[config.mk]
export PLATFORM = sky130hd
export DESIGN_NAME = ea16_decoder
export DESIGN_NICKNAME = d
export VERILOG_FILES = /design/src/rtl/ea16_pkg.sv /design/src/rtl/ea16_byte_fsm.sv /design/src/rtl/ea16_addr_gen.sv /design/src/rtl/ea16_decoder.sv
export SDC_FILE = /design/constraint.sdc
export NUM_CORES = 1
export LEC_CHECK = 0
export CAP_MARGIN = 15
export CORE_UTILIZATION = 52
export DETAILED_ROUTE_END_ITERATION = 8
export PLACE_DENSITY = 0.87
export REMOVE_ABC_BUFFERS = 1
export SETUP_SLACK_MARGIN = 0.3
export SLEW_MARGIN = 20
export SYNTH_ARGS = -nofsm -noshare
export SYNTH_HDL_FRONTEND = slang
export SYNTH_SLANG_ARGS = --single-unit
[constraint.sdc]
create_clock -name clk -period 9.8 [get_ports clk]
set_clock_uncertainty 0.05 [all_clocks]
set_input_delay 1.96 -clock clk [delete_from_list [all_inputs] [get_ports clk]]
set_output_delay 1.96 -clock clk [all_outputs]
set_load 0.1 [all_outputs]
[src/rtl/ea16_pkg.sv]
package ea16_pkg;

   typedef enum logic [1:0] {
      ST_DESC    = 2'd0,
      ST_DISP_LO = 2'd1,
      ST_DISP_HI = 2'd2,
      ST_DONE    = 2'd3
   } ea_state_t;

   typedef enum logic [1:0] {
      DISP_NONE = 2'd0,
      DISP_BYTE = 2'd1,
      DISP_WORD = 2'd2
   } disp_kind_t;

   // descriptor byte layout: the field positions are fixed by the encoding
   typedef struct packed {
      logic [1:0] mode;
      logic [2:0] spare;
      logic [2:0] sel;
   } desc_t;

   localparam logic [1:0] MODE_NODISP = 2'd0;
   localparam logic [1:0] MODE_BYTE   = 2'd1;
   localparam logic [1:0] MODE_WORD   = 2'd2;
   localparam logic [1:0] MODE_REG    = 2'd3;
   localparam logic [2:0] SEL_ABS     = 3'd6;

   function automatic disp_kind_t disp_kind_of(input logic [1:0] mode, input logic [2:0] sel);
      disp_kind_t k;
      case (mode)
         MODE_BYTE:   k = DISP_BYTE;
         MODE_WORD:   k = DISP_WORD;
         MODE_NODISP: k = (sel == SEL_ABS) ? DISP_WORD : DISP_NONE;
         default:     k = DISP_NONE;
      endcase
      return k;
   endfunction

endpackage

[src/rtl/ea16_byte_fsm.sv]
module ea16_byte_fsm
   import ea16_pkg::*;
#(
   parameter int DATA_W = 8,
   parameter int CNT_W  = 2
) (
   input  logic                  clk,
   input  logic                  rst_n,
   input  logic                  in_valid,
   input  logic [DATA_W-1:0]     in_byte,
   output logic                  in_ready,
   output logic                  done,
   output desc_t                 desc_q,
   output logic [2*DATA_W-1:0]   disp_q,
   output logic [CNT_W-1:0]      byte_cnt
);

   ea_state_t  state;
   logic       need_word;
   disp_kind_t kind_in;
   desc_t      desc_in;

   assign desc_in  = desc_t'(in_byte);
   assign kind_in  = disp_kind_of(desc_in.mode, desc_in.sel);
   assign in_ready = (state != ST_DONE);
   assign done     = (state == ST_DONE);

   always_ff @(posedge clk) begin
      if (!rst_n) begin
         state     <= ST_DESC;
         need_word <= 1'b0;
         desc_q    <= '0;
         disp_q    <= '0;
         byte_cnt  <= '0;
      end else begin
         case (state)
            ST_DESC: if (in_valid) begin
               desc_q    <= desc_in;
               disp_q    <= '0;
               byte_cnt  <= CNT_W'(1);
               need_word <= (kind_in == DISP_WORD);
               state     <= (kind_in == DISP_NONE) ? ST_DONE : ST_DISP_LO;
            end
            ST_DISP_LO: if (in_valid) begin
               disp_q[DATA_W-1:0] <= in_byte;
               byte_cnt           <= byte_cnt + CNT_W'(1);
               state              <= need_word ? ST_DISP_HI : ST_DONE;
            end
            ST_DISP_HI: if (in_valid) begin
               disp_q[2*DATA_W-1:DATA_W] <= in_byte;
               byte_cnt                  <= byte_cnt + CNT_W'(1);
               state                     <= ST_DONE;
            end
            default: state <= ST_DESC;
         endcase
      end
   end

   // an idle cycle leaves the parser where it was
   assert_stall_hold_R11: assert property (@(posedge clk) disable iff (!rst_n)
      (state != ST_DONE && !in_valid) |=> (state == $past(state) && byte_cnt == $past(byte_cnt)));

   // the strobe lasts one cycle and the stream reopens after it
   assert_done_pulse_R9: assert property (@(posedge clk) disable iff (!rst_n)
      done |=> (!done && in_ready));

endmodule

[src/rtl/ea16_addr_gen.sv]
module ea16_addr_gen
   import ea16_pkg::*;
#(
   parameter int ADDR_W     = 16,
   parameter int DATA_W     = 8,
   parameter bit SEXT_DISP8 = 1'b1
) (
   input  logic [1:0]          mode,
   input  logic [2:0]          sel,
   input  logic [ADDR_W-1:0]   disp,
   input  logic [ADDR_W-1:0]   reg_bx,
   input  logic [ADDR_W-1:0]   reg_bp,
   input  logic [ADDR_W-1:0]   reg_si,
   input  logic [ADDR_W-1:0]   reg_di,
   output logic [ADDR_W-1:0]   ea
);

   localparam int EXT_W = ADDR_W - DATA_W;

   disp_kind_t        kind;
   logic [ADDR_W-1:0] disp_short;
   logic [ADDR_W-1:0] disp_ext;
   logic [ADDR_W-1:0] base_v;
   logic [ADDR_W-1:0] index_v;
   logic              absolute;

   assign kind     = disp_kind_of(mode, sel);
   assign absolute = (mode == MODE_NODISP) && (sel == SEL_ABS);

   generate
      if (SEXT_DISP8) begin : g_sext
         assign disp_short = {{EXT_W{disp[DATA_W-1]}}, disp[DATA_W-1:0]};
      end else begin : g_zext
         assign disp_short = {{EXT_W{1'b0}}, disp[DATA_W-1:0]};
      end
   endgenerate

   always_comb begin
      case (kind)
         DISP_BYTE: disp_ext = disp_short;
         DISP_WORD: disp_ext = disp;
         default:   disp_ext = '0;
      endcase
   end

   // base half of the sum: BX for selectors 0,1,7; BP for 2,3,6
   always_comb begin
      base_v = '0;
      if (!absolute) begin
         case (sel)
            3'd0, 3'd1, 3'd7: base_v = reg_bx;
            3'd2, 3'd3, 3'd6: base_v = reg_bp;
            default:          base_v = '0;
         endcase
      end
   end

   // index half: SI for selectors 0,2,4; DI for 1,3,5
   always_comb begin
      case (sel)
         3'd0, 3'd2, 3'd4: index_v = reg_si;
         3'd1, 3'd3, 3'd5: index_v = reg_di;
         default:          index_v = '0;
      endcase
   end

   // ADDR_W-bit sum: wraps naturally
   assign ea = base_v + index_v + disp_ext;

endmodule

[src/rtl/ea16_decoder.sv]
module ea16_decoder
   import ea16_pkg::*;
#(
   parameter int ADDR_W     = 16,
   parameter int DATA_W     = 8,
   parameter bit SEXT_DISP8 = 1'b1
) (
   input  logic              clk,
   input  logic              rst_n,
   input  logic              in_valid,
   input  logic [DATA_W-1:0] in_byte,
   output logic              in_ready,
   input  logic [ADDR_W-1:0] reg_bx,
   input  logic [ADDR_W-1:0] reg_bp,
   input  logic [ADDR_W-1:0] reg_si,
   input  logic [ADDR_W-1:0] reg_di,
   output logic              done,
   output logic [ADDR_W-1:0] ea,
   output logic              is_reg,
   output logic [2:0]        reg_num,
   output logic [2:0]        spare,
   output logic [1:0]        byte_cnt
);

   localparam int CNT_W = 2;

   generate
      if (DATA_W != 8) begin : g_bad_data_w
         $error("ea16_decoder: DATA_W must be 8");
      end
      if (ADDR_W != 2 * DATA_W) begin : g_bad_addr_w
         $error("ea16_decoder: ADDR_W must be twice DATA_W");
      end
   endgenerate

   desc_t             desc_q;
   logic [ADDR_W-1:0] disp_q;
   logic [ADDR_W-1:0] ea_mem;

   ea16_byte_fsm #(.DATA_W(DATA_W), .CNT_W(CNT_W)) u_fsm (
      .clk      (clk),
      .rst_n    (rst_n),
      .in_valid (in_valid),
      .in_byte  (in_byte),
      .in_ready (in_ready),
      .done     (done),
      .desc_q   (desc_q),
      .disp_q   (disp_q),
      .byte_cnt (byte_cnt)
   );

   ea16_addr_gen #(.ADDR_W(ADDR_W), .DATA_W(DATA_W), .SEXT_DISP8(SEXT_DISP8)) u_addr (
      .mode   (desc_q.mode),
      .sel    (desc_q.sel),
      .disp   (disp_q),
      .reg_bx (reg_bx),
      .reg_bp (reg_bp),
      .reg_si (reg_si),
      .reg_di (reg_di),
      .ea     (ea_mem)
   );

   assign is_reg  = (desc_q.mode == MODE_REG);
   assign reg_num = desc_q.sel;
   assign spare   = desc_q.spare;
   assign ea      = is_reg ? '0 : ea_mem;

   assert_reg_single_byte_R2: assert property (@(posedge clk) disable iff (!rst_n)
      (done && is_reg) |-> (byte_cnt == 2'd1 && ea == '0));

   assert_abs_word_R7: assert property (@(posedge clk) disable iff (!rst_n)
      (done && desc_q.mode == MODE_NODISP && desc_q.sel == SEL_ABS) |-> (byte_cnt == 2'd3 && ea == disp_q));

   assert_byte_disp_count_R4: assert property (@(posedge clk) disable iff (!rst_n)
      (done && desc_q.mode == MODE_BYTE) |-> (byte_cnt == 2'd2));

   assert_word_disp_count_R5: assert property (@(posedge clk) disable iff (!rst_n)
      (done && desc_q.mode == MODE_WORD) |-> (byte_cnt == 2'd3));

endmodule

==> results of run 1 <==
-- logic make-up after synthesis --
logic type	Yosys count
AOI/OAI and AO/OA	106
DFF	29
xor gates and xnor gates	14
buffers and inverters	83
and+or+nand+nor	159
muxes	36
adders and majority gates	34
-- state kept, by name, indices dropped and copies added, names as in the netlist --
name and count:
u_fsm.need_word 1, u_fsm.byte_cnt 2, u_fsm.state 2, u_fsm.desc_q 8, u_fsm.disp_q 16
-- synth_stat cells, types with 2 or more instances --
cell      number  share of area (%)
o21bai_1       3               0.67
xnor2_1        9                2.4
dfxtp_1       29                 17
nand4_1        2               0.37
clkbuf_1      14                1.6
nand2_1       90                 10
and2_1         5               0.93
nor2b_1       18                3.4
ha_1          18                6.7
xor2_1         4                1.0
nand2b_1       3               0.56
nor3_1         2               0.30
o21ai_1       37                5.5
buf_1          8               0.90
nor2_1        19                2.1
buf_2          3               0.45
o21ai_0        3               0.45
a21o_1         6                1.3
o21a_1         2               0.45
nand3_1       11                1.6
buf_4          6                1.3
a21boi_1       9                2.0
mux2i_1       21                6.3
a21oi_1       22                3.3
a22oi_1       17                3.8
a31oi_1        2               0.37
and3_1         3               0.56
fa_1          16                9.6
inv_1         50                5.6
mux2_1        15                5.0
-- critical path, stage by stage --
cell and delay [ns]:
clkdlybuf4s50_1 0.48, inv_1 0.04, o21ai_1 0.10, nand2_1 0.06, o21ai_1 0.10, nand2_1 0.12, fa_1 0.53, inv_1 0.04
ha_1 0.22, fa_1 0.43, a21o_1 0.22, a221o_1 0.34, a31oi_1 0.34, o21ai_1 0.16, xor2_1 0.17, nor2_1 0.09
clkdlybuf4s50_1 1.13
-- through the flow --
step / power, W / cell area [um2] / setup WS [ns] / utilization (%) / hold slack [ns]
after floorplan: 0.000949 / 3190 / 1.69 / - / 0.406
after global placement: 0.00116 / 4310 / 1.40 / 71.2 / 0.396
after detailed placement: 0.00118 / 4310 / 1.25 / 71.2 / 0.399
after CTS: 0.00131 / 4430 / 1.26 / 73.1 / 0.410
after global routing: 0.00138 / 4430 / 1.08 / 73.1 / 0.433
final: 0.00131 / 4430 / 1.25 / 73.1 / 0.407
-- report_power, final --
group | internal, W | switching (W)
Combinational | 0.000295 | 0.000741
Clock | 0.0000827 | 0.0000443
Sequential | 0.000133 | 0.0000155
-- final cells by class --
type                       instances  area, um2
multi-input combinational        349       2420
fill                             469       1630
timing repair buffer             103       1030
sequential                        29        581
inverter                          51        191
tap                               75       93.8
clock buffer                       7       86.3
clock inverter                     1       30.0
-- how the worst max path moves through the flow --
stage | cells after the start | end | from | slack [ns]
floorplan | 12 | ea[8] | u_fsm.desc_q[1] | 1.69
global placement | 17 | ea[15] | reg_bp[1] | 1.40
detailed placement | 17 | ea[15] | reg_bp[1] | 1.25
CTS | 17 | ea[15] | reg_bp[1] | 1.26
global route | 17 | ea[15] | reg_bp[1] | 1.08
finish | 17 | ea[15] | reg_bp[1] | 1.25
-- layer usage --
layer	GRT usage (%)	share of wire, %	vias up	routed length, um
met2	51.2	52	101	4720
li1	-	-	1673	-
met4	11.1	2.4	0	215
met3	3.08	4.9	19	445
met1	33.4	41	1612	3740
met5	0	0	-	0
==> metrics, run 1 <==
status=finished, final reports clean; Num Clock Sinks=29; initial antenna violation count=0; simple-gate share of the synthesized area=between 20% and 30%; Tmin final=8.55 ns; ys flop type=dfxtp_1; layout overhead on the synthesized area=32.3%; later-pin clock latency in the skew report=around 0.28 ns; worst min path class=flop to flop; Synth Area in XOR/XNOR=4.07%; Static Leak=about 1.9 nW; die area=6760 um2; layout cells sized above 1=under 10%; core footprint=slightly above 6000 um2; Synth cell types=between 40 and 50; die height=just over 80 um; dpl cells=just over 600; pwr/cell area=around 300 nW/um2; Routed WL per cell=~15 um; CTS Buf Count=5; synthesized instance count=about 460; fin cells=615; PortBufs=101; final setup fails=0; number of synthesized flops with an enable pin=0; setup TNS=0 ns; Antenna Cells=0; vias=between 3,000 and 4,000; Final #Nets=about 650; ys async rst share=0%; clock-pin slew on the worst setup and hold paths=~0.06 ns; synthesized cell area=3350 um2; Synth Register Bits=29; Max Fclk=~120 MHz; largest net degree at the start of global routing=38; sequential element share of the synthesized area=between 10% and 20%; most frequent cells in the layout=clkdlybuf4s50_1 (101), nand2_1 (90), inv_1 (50); hold depth=2; number of gates resized after CTS=0; Setup CP Type=input port to output pin; RR Endpoint=u_fsm.disp_q[9]; vias per cell=around 5.5; drt total wl=9.12 mm; grt total ovfl=0; Max Buffers Root-to-Sink=2; Synth Area in Compound Gates=between 10% and 20%; CTS tree=done; number of global-route vias before repair=between 3,000 and 4,000; GRT Util Overall=28.0%; min-delay src=u_fsm.desc_q[3]; Least-Margin Pin Slew=roughly 0.98 ns; relative slew slack=between 30 and 40%; drt drc=0; Hold EP=u_fsm.desc_q[3]; Reg2Reg Launch Point=u_fsm.state[0]; Final Wtd Congestion=around 0.93; Final Hold Fails=0; DP HPWL=a little over 7 mm; reg-to-reg slack, setup=7.87 ns; maximum vdd drop=approximately 0.56 mV; FP Rows=28; post-synthesis adder-cell area fraction=between 10% and 20%; commonest non-fill, non-tap cell in the layout=clkdlybuf4s50_1; H-tree depth=2; Slew Limit Fails=0; Worst EP required=between 7 and 8 ns; Avg Cell Area, Syn=7.26 um2; drt first pass iters=4; post-synthesis mux area share=11.3%; Yosys warnings=0; CP startpoint kind=input port; post-route ant nets=0; Boundary Pins=around 100; clk root buf=clkbuf_8; 1st-iter DRT viols=140; CTS Hold Bufs=0; Initial Util=55.2%; Chip Width=~82 um; Post-CTS Setup Bufs=0; CP arrival=between 6 and 7 ns; Max-cap violations=0; crit end category=output pin; main combinational cell family by area after synthesis=simple AND/OR/NAND/NOR gates; RSZ-0062 raised after global routing=false; worst r2r path cells=5; ratio of final minimum period to clock period=just under 90%; first-pass GRT wire length=approximately 14 mm; CP max FO=3
Power figures use the tool's default switching activity.
==> run 2, diff against run 1 <==
--- a/config.mk
+++ b/config.mk
@@ -10,7 +10,6 @@
 export DETAILED_ROUTE_END_ITERATION = 8
 export PLACE_DENSITY = 0.87
 export REMOVE_ABC_BUFFERS = 1
-export SETUP_SLACK_MARGIN = 0.3
 export SLEW_MARGIN = 20
 export SYNTH_ARGS = -nofsm -noshare
 export SYNTH_HDL_FRONTEND = slang
==> results of run 2 <==
Final layout, timing and power as in run 1 (identical DEF).
